==> src/rtl/pmu_pkg.sv <==
package pmu_pkg;
   localparam int REG_W        = 32;
   localparam int ADDR_W       = 7;
   localparam int EVT_LINES    = 64;
   localparam int SEL_W        = $clog2(EVT_LINES);
   localparam int CYC_BIT      = 31;
   localparam int MAX_EVT_CTRS = 31;

   // control register layout
   localparam int CTRL_EN_BIT    = 0;
   localparam int CTRL_EVRST_BIT = 1;
   localparam int CTRL_CYRST_BIT = 2;

   // register addresses
   localparam logic [ADDR_W-1:0] A_CTRL   = 7'h00;
   localparam logic [ADDR_W-1:0] A_CNTEN  = 7'h01;
   localparam logic [ADDR_W-1:0] A_INTEN  = 7'h02;
   localparam logic [ADDR_W-1:0] A_OVF    = 7'h03;
   localparam logic [ADDR_W-1:0] A_AVL_LO = 7'h04;
   localparam logic [ADDR_W-1:0] A_AVL_HI = 7'h05;
   localparam logic [ADDR_W-1:0] A_CYC_LO = 7'h06;
   localparam logic [ADDR_W-1:0] A_CYC_HI = 7'h07;
   localparam int A_CNT_BASE = 'h20;
   localparam int A_SEL_BASE = 'h40;

   // event codes that an event counter never serves
   localparam logic [SEL_W-1:0] EVT_CYCLES = 6'h11;
   localparam logic [SEL_W-1:0] EVT_CHAIN  = 6'h1e;

   function automatic logic evt_reserved(input logic [SEL_W-1:0] code);
      return (code == EVT_CYCLES) || (code == EVT_CHAIN);
   endfunction

   function automatic logic [REG_W-1:0] impl_mask(input int n);
      logic [REG_W-1:0] m;
      m = '0;
      for (int i = 0; i < MAX_EVT_CTRS; i++)
         if (i < n) m[i] = 1'b1;
      m[CYC_BIT] = 1'b1;
      return m;
   endfunction
endpackage

==> src/rtl/pmu_evt_ctr.sv <==
module pmu_evt_ctr import pmu_pkg::*; #(
   parameter int W     = 32,
   parameter int LINES = 64,
   parameter int SW    = 6
)(
   input  logic             clk,
   input  logic             rst_n,
   input  logic             run,
   input  logic [LINES-1:0] lines,
   input  logic [SW-1:0]    sel,
   input  logic             clr,
   input  logic             wr,
   input  logic [W-1:0]     wdata,
   output logic [W-1:0]     value,
   output logic             wrap
);
   if (LINES != (1 << SW)) begin : g_bad_sel
      $error("pmu_evt_ctr: select width does not cover the event lines");
   end

   logic hit;
   assign hit  = run && lines[sel] && !evt_reserved(sel);
   assign wrap = hit && !clr && !wr && (&value);

   always_ff @(posedge clk) begin
      if (!rst_n)      value <= '0;
      else if (clr)    value <= '0;
      else if (wr)     value <= wdata;
      else if (hit)    value <= value + 1'b1;
   end
endmodule

==> src/rtl/pmu_cyc_ctr.sv <==
module pmu_cyc_ctr #(
   parameter int W = 64
)(
   input  logic           clk,
   input  logic           rst_n,
   input  logic           run,
   input  logic           clr,
   input  logic           wr_lo,
   input  logic           wr_hi,
   input  logic [W/2-1:0] wdata,
   output logic [W-1:0]   value,
   output logic           wrap
);
   localparam int HALF = W / 2;

   if (W % 2 != 0) begin : g_bad_width
      $error("pmu_cyc_ctr: width must be even");
   end

   assign wrap = run && !clr && !wr_lo && !wr_hi && (&value);

   always_ff @(posedge clk) begin
      if (!rst_n)              value <= '0;
      else if (clr)            value <= '0;
      else if (wr_lo || wr_hi) value <= {wr_hi ? wdata : value[W-1:HALF],
                                         wr_lo ? wdata : value[HALF-1:0]};
      else if (run)            value <= value + 1'b1;
   end
endmodule

==> src/rtl/perf_mon_unit.sv <==
module perf_mon_unit import pmu_pkg::*; #(
   parameter int          NUM_CTRS  = 4,
   parameter logic [7:0]  ID_CODE   = 8'h5A,
   parameter logic [7:0]  IMPL_CODE = 8'hC3,
   parameter logic [63:0] EVT_AVAIL = 64'h0000_3C00_2E0A_0001
)(
   input  logic                 clk,
   input  logic                 rst_n,
   input  logic                 rd_en,
   input  logic                 wr_en,
   input  logic [ADDR_W-1:0]    addr,
   input  logic [REG_W-1:0]     wdata,
   output logic [REG_W-1:0]     rdata,
   input  logic [EVT_LINES-1:0] evt_in,
   output logic                 irq
);
   localparam logic [REG_W-1:0] IMPL_MASK = impl_mask(NUM_CTRS);
   localparam logic [4:0]       N_FIELD   = 5'(NUM_CTRS);

   if (NUM_CTRS < 1 || NUM_CTRS > MAX_EVT_CTRS) begin : g_bad_cfg
      $error("perf_mon_unit: NUM_CTRS out of range");
   end

   logic             glob_en_q;
   logic [REG_W-1:0] cnten_q, inten_q, ovf_q, rdata_q, rd_mux, wrap_vec;
   logic [SEL_W-1:0] sel_q   [NUM_CTRS];
   logic [REG_W-1:0] evt_val [NUM_CTRS];
   logic [NUM_CTRS-1:0] evt_wrap;
   logic [63:0]      cyc_val;
   logic             cyc_wrap;

   logic wr_ctrl, wr_cnten, wr_inten, ovf_rd, cyc_wr_lo, cyc_wr_hi, cyc_wr_any;
   logic ev_clr, cy_clr;

   assign wr_ctrl    = wr_en && (addr == A_CTRL);
   assign wr_cnten   = wr_en && (addr == A_CNTEN);
   assign wr_inten   = wr_en && (addr == A_INTEN);
   assign cyc_wr_lo  = wr_en && (addr == A_CYC_LO);
   assign cyc_wr_hi  = wr_en && (addr == A_CYC_HI);
   assign cyc_wr_any = cyc_wr_lo || cyc_wr_hi;
   assign ovf_rd     = rd_en && (addr == A_OVF);
   assign ev_clr     = wr_ctrl && wdata[CTRL_EVRST_BIT];
   assign cy_clr     = wr_ctrl && wdata[CTRL_CYRST_BIT];

   for (genvar i = 0; i < NUM_CTRS; i++) begin : g_ctr
      localparam logic [ADDR_W-1:0] CNT_A = ADDR_W'(A_CNT_BASE + i);
      localparam logic [ADDR_W-1:0] SEL_A = ADDR_W'(A_SEL_BASE + i);

      always_ff @(posedge clk) begin
         if (!rst_n)                        sel_q[i] <= '0;
         else if (wr_en && addr == SEL_A)   sel_q[i] <= wdata[SEL_W-1:0];
      end

      pmu_evt_ctr #(.W(REG_W), .LINES(EVT_LINES), .SW(SEL_W)) ctr_i (
         .clk   (clk),
         .rst_n (rst_n),
         .run   (glob_en_q && cnten_q[i]),
         .lines (evt_in),
         .sel   (sel_q[i]),
         .clr   (ev_clr),
         .wr    (wr_en && addr == CNT_A),
         .wdata (wdata),
         .value (evt_val[i]),
         .wrap  (evt_wrap[i])
      );
   end

   pmu_cyc_ctr #(.W(64)) cyc_i (
      .clk   (clk),
      .rst_n (rst_n),
      .run   (glob_en_q && cnten_q[CYC_BIT]),
      .clr   (cy_clr),
      .wr_lo (cyc_wr_lo),
      .wr_hi (cyc_wr_hi),
      .wdata (wdata),
      .value (cyc_val),
      .wrap  (cyc_wrap)
   );

   always_comb begin
      wrap_vec = '0;
      for (int i = 0; i < NUM_CTRS; i++) wrap_vec[i] = evt_wrap[i];
      wrap_vec[CYC_BIT] = cyc_wrap;
   end

   always_comb begin
      rd_mux = '0;
      case (addr)
         A_CTRL:   rd_mux = {IMPL_CODE, ID_CODE, N_FIELD, 10'b0, glob_en_q};
         A_CNTEN:  rd_mux = cnten_q;
         A_INTEN:  rd_mux = inten_q;
         A_OVF:    rd_mux = ovf_q;
         A_AVL_LO: rd_mux = EVT_AVAIL[31:0];
         A_AVL_HI: rd_mux = EVT_AVAIL[63:32];
         A_CYC_LO: rd_mux = cyc_val[31:0];
         A_CYC_HI: rd_mux = cyc_val[63:32];
         default: begin
            for (int i = 0; i < NUM_CTRS; i++) begin
               if (addr == ADDR_W'(A_CNT_BASE + i)) rd_mux = evt_val[i];
               if (addr == ADDR_W'(A_SEL_BASE + i)) rd_mux = REG_W'(sel_q[i]);
            end
         end
      endcase
   end

   always_ff @(posedge clk) begin
      if (!rst_n) begin
         glob_en_q <= 1'b0;
         cnten_q   <= '0;
         inten_q   <= '0;
         ovf_q     <= '0;
         rdata_q   <= '0;
      end else begin
         if (wr_ctrl)  glob_en_q <= wdata[CTRL_EN_BIT];
         if (wr_cnten) cnten_q   <= wdata & IMPL_MASK;
         if (wr_inten) inten_q   <= wdata & IMPL_MASK;
         ovf_q <= (ovf_rd ? '0 : ovf_q) | wrap_vec;
         if (rd_en)    rdata_q   <= rd_mux;
      end
   end

   assign rdata = rdata_q;
   assign irq   = |(ovf_q & inten_q);
endmodule

==> config.mk <==
export PLATFORM = sky130hd
export DESIGN_NAME = perf_mon_unit
export DESIGN_NICKNAME = d
export VERILOG_FILES = /design/src/rtl/pmu_pkg.sv /design/src/rtl/pmu_evt_ctr.sv /design/src/rtl/pmu_cyc_ctr.sv /design/src/rtl/perf_mon_unit.sv
export SDC_FILE = /design/constraint.sdc
export NUM_CORES = 1
export LEC_CHECK = 0
export BUFFER_PORTS_ARGS = -buffer_cell sky130_fd_sc_hd__buf_2
export CAP_MARGIN = 5
export CORE_ASPECT_RATIO = 2
export CORE_MARGIN = 3
export CORE_UTILIZATION = 55
export CTS_BUF_LIST = sky130_fd_sc_hd__clkbuf_4
export DETAILED_ROUTE_END_ITERATION = 10
export PLACE_DENSITY = 0.78
export SLEW_MARGIN = 15
export SYNTH_ARGS = -nofsm -noshare
export SYNTH_HDL_FRONTEND = slang
export SYNTH_SLANG_ARGS = --single-unit
==> constraint.sdc <==
create_clock -name clk -period 8.75 [get_ports clk]
set_clock_uncertainty 0.15 [all_clocks]
set_input_delay 2.625 -clock clk [delete_from_list [all_inputs] [get_ports clk]]
set_output_delay 2.625 -clock clk [all_outputs]
set_load 0.005 [all_outputs]
=== Word-level counts from Yosys, hierarchy flattened ===
Memories as Yosys holds them, arrays and structs flattened.
Cells that the tools add are included.

* Register bits after elaboration: 267
* Memory bits (writable): 24
* Input port bits: 107
* Output and inout bits: 33
* Logic and storage cells: 178
* Memories kept: 1

{| class="wikitable"
|+ Memories
! memory !! words !! width !! read ports !! clocked after memory_dff !! write ports !! RTL line !! source
|-
| sel_q || 4 || 6 || 4 || 0 || 4 || perf_mon_unit.sv:26 || <nowiki>logic [SEL_W-1:0] sel_q [NUM_CTRS];</nowiki>
|}

* $add $sub $neg: 5
* $lt $le $gt $ge: 4
* Eq/ne operators: 25
* Multiplexer cells: 47
* Bitwise operators: 7
* Reduce and logical (&&, ||, !) cells: 78

{| class="wikitable"
|+ Operator list
! operator !! count
|-
| 32-bit 2-to-1 mux || 19
|-
| 32-bit one-hot mux with 8 select lines || 1
|-
| 32-bit by 1-bit adder with 32-bit output, second input constant || 4
|-
| 64-bit 2-to-1 mux || 2
|-
| 32-bit AND reduction || 4
|-
| 64-bit by 1-bit adder with 64-bit output, second input constant || 1
|-
| 64-bit AND reduction || 1
|-
| 6-bit by 5-bit == test with 1-bit output, second input constant || 8
|-
| 1-bit logical AND || 45
|-
| 32-bit bitwise AND || 1
|-
| 32-bit bitwise OR || 1
|-
| 32-bit OR reduction || 1
|-
| 7-bit by 3-bit == test with 1-bit output, second input constant || 4
|-
| 7-bit by 6-bit == test with 1-bit output, second input constant || 4
|-
| 7-bit == test, second input constant || 4
|-
| 6-bit by 7-bit < comparator with 1-bit output, second input constant || 4
|-
| 1-bit binary-select mux with 6-bit select || 4
|-
| 6-bit 2-to-1 mux || 4
|-
| 1-bit 2-to-1 mux || 17
|-
| 7-bit by 2-bit == test with 1-bit output, second input constant || 2
|-
| 1-bit logical NOT || 12
|-
| 2-bit nonzero test || 5
|-
| 7-bit by 1-bit == test with 1-bit output, second input constant || 1
|-
| 7-bit logical NOT || 1
|-
| other kinds (6) || 16
|}

=== Longest topological paths before layout ===
* Word-level depth: 10
* Gate-level depth with buffers: 12

=== Cells and area by module ===
From an unflattened synthesis, not the netlist that was laid out.

* Cell total of the unflattened synthesis: 2333
* Area, all modules: 19238.5 um2

{| class="wikitable"
|+ By module, submodules not included
! module !! times used !! cells each !! area each (um2) !! seq. area each (um2)
|-
| pmu_evt_ctr || 4 || 312 || 2650.0 || 640.6
|-
| perf_mon_unit || 1 || 558 || 4692.0 || 1681.6
|-
| pmu_cyc_ctr || 1 || 527 || 3946.3 || 1281.2
|}

=== Least setup slack after synthesis ===
No wires, ideal clock.

* Path type: input -> register
* From: input evt_in[25]
* To: register g_ctr[2].ctr_i.value[6]
* Arrival: 4551 ps
* Data required time: 8467 ps
* Setup slack: 3917 ps
* Stages: 8
* Cells stage by stage: mux4_1 > mux4_2 > a31o_1 > a32o_2 > buf_6 > and3_4 > xnor2_1 > a21oi_1

* Word-level cells in the longest chain between the ends: 5

{| class="wikitable"
|+ RTL lines
! item !! RTL line !! source
|-
| start: declaration || perf_mon_unit.sv:14 || <nowiki>input logic [EVT_LINES-1:0] evt_in,</nowiki>
|-
| 1-bit binary-select mux with 6-bit select || pmu_evt_ctr.sv:22 || <nowiki>assign hit = run && lines[sel] && !evt_reserved(sel);</nowiki>
|-
| 1-bit 2-to-1 mux (implied by the code) || pmu_evt_ctr.sv:22 ||
|-
| 1-bit logical AND (2 in a row) || pmu_evt_ctr.sv:22 ||
|-
| 2-bit nonzero test (no source line) || n/a ||
|-
| end signal: assignment || pmu_evt_ctr.sv:28 || <nowiki>else if (wr) value <= wdata;</nowiki>
|-
| end signal: assignment || pmu_evt_ctr.sv:29 || <nowiki>else if (hit) value <= value + 1'b1;</nowiki>
|-
| end: declaration || pmu_evt_ctr.sv:14 || <nowiki>output logic [W-1:0] value,</nowiki>
|}

No other way between the ends. The select of a mux whose other input is x is not followed.
A chain may end at the register's enable or synchronous reset.

=== Worst setup path in the final report ===
* From: input addr[1]
* To: register cyc_i.value[2]

* Word-level cells in the longest chain between the ends: 5

{| class="wikitable"
|+ RTL lines
! item !! RTL line !! source
|-
| start: declaration || perf_mon_unit.sv:11 || <nowiki>input logic [ADDR_W-1:0] addr,</nowiki>
|-
| 7-bit by 3-bit == test with 1-bit output, on equally long branches || perf_mon_unit.sv:38, perf_mon_unit.sv:39 ||
|-
| 1-bit logical AND, on equally long branches || perf_mon_unit.sv:38, perf_mon_unit.sv:39 ||
|-
| 1-bit logical OR || pmu_cyc_ctr.sv:25 || <nowiki>else if (wr_lo || wr_hi) value <= {wr_hi ? wdata : value[W-1:HALF],</nowiki>
|-
| 2-bit by 1-bit != test with 1-bit output (no source line) or 2-bit nonzero test (tied branches) || n/a ||
|-
| 2-bit AND reduction (no source line) || n/a ||
|-
| end signal: assignment || pmu_cyc_ctr.sv:25 ||
|-
| end signal: assignment || pmu_cyc_ctr.sv:27 || <nowiki>else if (run) value <= value + 1'b1;</nowiki>
|-
| end: declaration || pmu_cyc_ctr.sv:11 || <nowiki>output logic [W-1:0] value,</nowiki>
|}

Parallel ways exist; a longest one is shown, timed or not.

==> metrics.csv <==
stage,metric,value,unit
outcome,status,"complete, no violations",
placement,io_buffers,139,
clock_network,tritoncts,yes,
global_routing,grt_start_max_net_pins,90,
yosys,yosys_warnings,0,
global_routing,grt_use_total,0.366,
worst_setup_path,ff2ff_path_depth,7,
yosys,async_flop_share,0,
worst_setup_path,slowest_delay,0.56,ns
floorplanning,die_area,34900,sq um
worst_setup_path,crit_type,in -> reg,
routing,drc,0,
hold_path,whs_endpoint,rdata[7],
finish,nets,2261,
timing,hold_viol_final,0,
finish,final_cell_mix,"240 x dfxtp_1, 196 x a21oi_1, 186 x o21ai_0",
hold_path,hold_class,reg -> reg,
placement,dpl.hpwl,47400,microns
worst_setup_path,cp_cell_sequence,"buf_2, buf_4, and4_2, nor2_1, a21o_1, buf_4, o21ai_0, a21oi_1, nor2_1",
job,max_cap_violations,0,
global_routing,grt_overflow,0,
global_routing,antenna_found_initial,1,
routing,first_iter_violations,2107,
worst_setup_path,path_max_fanout,31,
timing,slew_violations,0,
clock_network,cts_resized,0,
global_routing,grt_pass1_wl,100000,microns
routing,viasPerCell,7.04,
worst_setup_path,rrSetupSlack,4.85,ns
power,power_density,135,nW/um^2
clock_network,worstSkewPairLatency,0.83,ns
worst_setup_path,r2r-end,ovf_q[3],
timing,fmax,191,MHz
timing,min_period_over_period,0.599,
placement,routabilityCongestion,1.01,
clock_network,postCtsSetupBuffers,0,
routing,wl_per_cell,25.1,microns
yosys,syn_avg_cell_area,8.57,sq um
routing,dr_total_vias,18500,
yosys,synth_edf_count,24,
floorplanning,initial_core_util,0.563,
floorplanning,die_y,261,microns
power,p_comb_frac,0.117,
clock_network,path_clk_slew,0.07,ns
power,p_clk_frac,0.402,
timing,fin_tns_setup,0,ns
yosys,synth_area,17900,sq um
timing,worst_pin_slew,1.20,ns
yosys,yosys_most_used_dff,dfxtp_1,
timing,whs,0.325,ns
clock_network,cts_buffers,61,
yosys,synthDistinctLibCells,93,
power,seqPwrFrac,0.481,
worst_setup_path,arrival,5.66,ns
worst_setup_path,cp-end-kind,flip-flop,
power,p_sw,768,uW
global_routing,grt_pass1_vias,18000,
floorplanning,boundaryPins,140,
finish,area_growth,8.67,%
power,p_int,1850,uW
clock_network,htree_levels,2,
floorplanning,core-area,31800,sq um
power,power_switching_share,0.293,
power,power.total,2620,uW
floorplanning,rows,92,
clock_network,cts_hold_buf,0,
power,leakage,0.00653,uW
floorplanning,die_w,134,microns
finish,layout_commonest_cell,dfxtp_1,
clock_network,cts_root_buf,clkbuf_4,
yosys,synth_seq_area_share,0.309,
hold_path,worst_hold_path.num_cells,1,
worst_setup_path,crit_slowest_cell,a21o_1,
yosys,ys_ff_latch,264,
hold_path,min_from,rdata[7],
routing,routed_wl,65900,microns
worst_setup_path,timing.rr.start,g_ctr[3].ctr_i.value[6],
yosys,syn_nets,2199,
timing,finalCriticalPeriod,5.24,ns
clock_network,cts_sinks,264,
timing,slew_headroom,0.199,
power,peakVddDrop,0.101,mV
routing,ant_nets,0,
yosys,syn_inst,2087,
routing,dr.pass1.iters,8,
timing,finalSetupViolations,0,
worst_setup_path,cp-start-kind,primary input,
finish,layout-drive-gt1-share,0.186,
timing,rsz0062_at_grt,false,
clock_network,clock_tree.buffer_depth,3,
worst_setup_path,worstPathRequired,9.17,ns
## per-layer routing
| metal | GRT usage | up-vias | part of all wire |
|---|---|---|---|
| met5 | 0 | - | 0 |
| met4 | 0.280 | 0 | 0.089 |
| met3 | 0.0669 | 377 | 0.089 |
| met2 | 0.629 | 1159 | 0.49 |
| met1 | 0.397 | 8778 | 0.33 |
| li1 | - | 8159 | - |
## cell families (layout without fill, tap and decap cells)
logic type | Yosys count | after routing | synth area share
buffers and inverters | 201 | 314 | 0.0487
adder cells (fa/ha/maj) | 5 | 5 | 0.00350
AND/OR/NAND/NOR | 660 | 660 | 0.190
other | 0 | 1 | 0
multiplexers | 136 | 136 | 0.134
flip-flops | 264 | 264 | 0.309
AO/OA/AOI/OAI | 700 | 700 | 0.255
XOR/XNOR | 121 | 121 | 0.0592
## state kept, by name (all words and copies together), names as in the netlist
signal             cells
sel_q                 24
rdata                 32
g_ctr.ctr_i.value    128
inten_q                5
cnten_q                5
ovf_q                  5
cyc_i.value           64
glob_en_q              1
## cell usage after synthesis, types with 21 or more instances
| cell type | number | share of area |
|---|---|---|
| edfxtp_1 | 24 | 0.040 |
| nor3_1 | 41 | 0.011 |
| a31oi_1 | 26 | 0.0091 |
| mux4_2 | 76 | 0.096 |
| xnor2_1 | 73 | 0.036 |
| nand2_1 | 167 | 0.035 |
| a22oi_1 | 42 | 0.018 |
| xor2_1 | 48 | 0.023 |
| mux2i_1 | 39 | 0.022 |
| and3_1 | 37 | 0.013 |
| dfxtp_1 | 240 | 0.27 |
| clkbuf_1 | 121 | 0.025 |
| o21ai_0 | 186 | 0.052 |
| a211oi_1 | 57 | 0.024 |
| nor2_1 | 112 | 0.023 |
| inv_1 | 32 | 0.0067 |
| nand3_1 | 103 | 0.029 |
| nor2b_1 | 21 | 0.0073 |
| a21oi_1 | 196 | 0.055 |
| and2_1 | 45 | 0.016 |
| nand4_1 | 49 | 0.017 |
## worst max path at each step
stage / startpoint / endpoint / slack, ns
floorplan: evt_in[25] / g_ctr[2].ctr_i.value[6] / 3.92
global placement: addr[3] / cyc_i.value[55] / 2.41
detailed placement: addr[3] / cyc_i.value[55] / 2.37
CTS: addr[3] / cyc_i.value[43] / 3.15
global route: addr[1] / g_ctr[3].ctr_i.value[23] / 3.32
finish: addr[1] / cyc_i.value[2] / 3.51
## critical path: cells and delay by family
kind                   cells  cell delay, ns
AND/OR/NAND/NOR            3            0.88
buffers and inverters      3            1.13
AO/OA/AOI/OAI              3            0.97
## metrics by stage
| stage | std cells | utilization | setup slack [ns] | cell area (sq um) |
|---|---|---|---|---|
| floorplan | 2087 | - | 3.92 | 17900 |
| global placement | 2509 | 0.586 | 2.41 | 18600 |
| detailed placement | 2509 | 0.586 | 2.37 | 18600 |
| CTS | 2623 | 0.611 | 3.15 | 19400 |
| global route | 2624 | 0.612 | 3.32 | 19400 |
| finish | 2624 | 0.612 | 3.51 | 19400 |
## power by group through the flow
stage	Clock (uW)	Combinational (uW)	Sequential [uW]
2_1_floorplan	0	191	1270
3_3_place_gp	0	290	1290
3_5_place_dp	0	296	1290
4_1_cts	1060	297	1260
5_1_grt	1110	320	1260
6_report	1050	306	1260
## final cells by class
class / count / area [sq um]
multi-input combinational: 1622 / 11500
tap: 423 / 529
timing repair buffer: 168 / 913
antenna: 1 / 2.50
inverter: 32 / 120
fill: 2872 / 12300
clock buffer: 82 / 616
sequential: 264 / 5530
clock inverter: 32 / 188
Power figures use the tool's default switching activity.
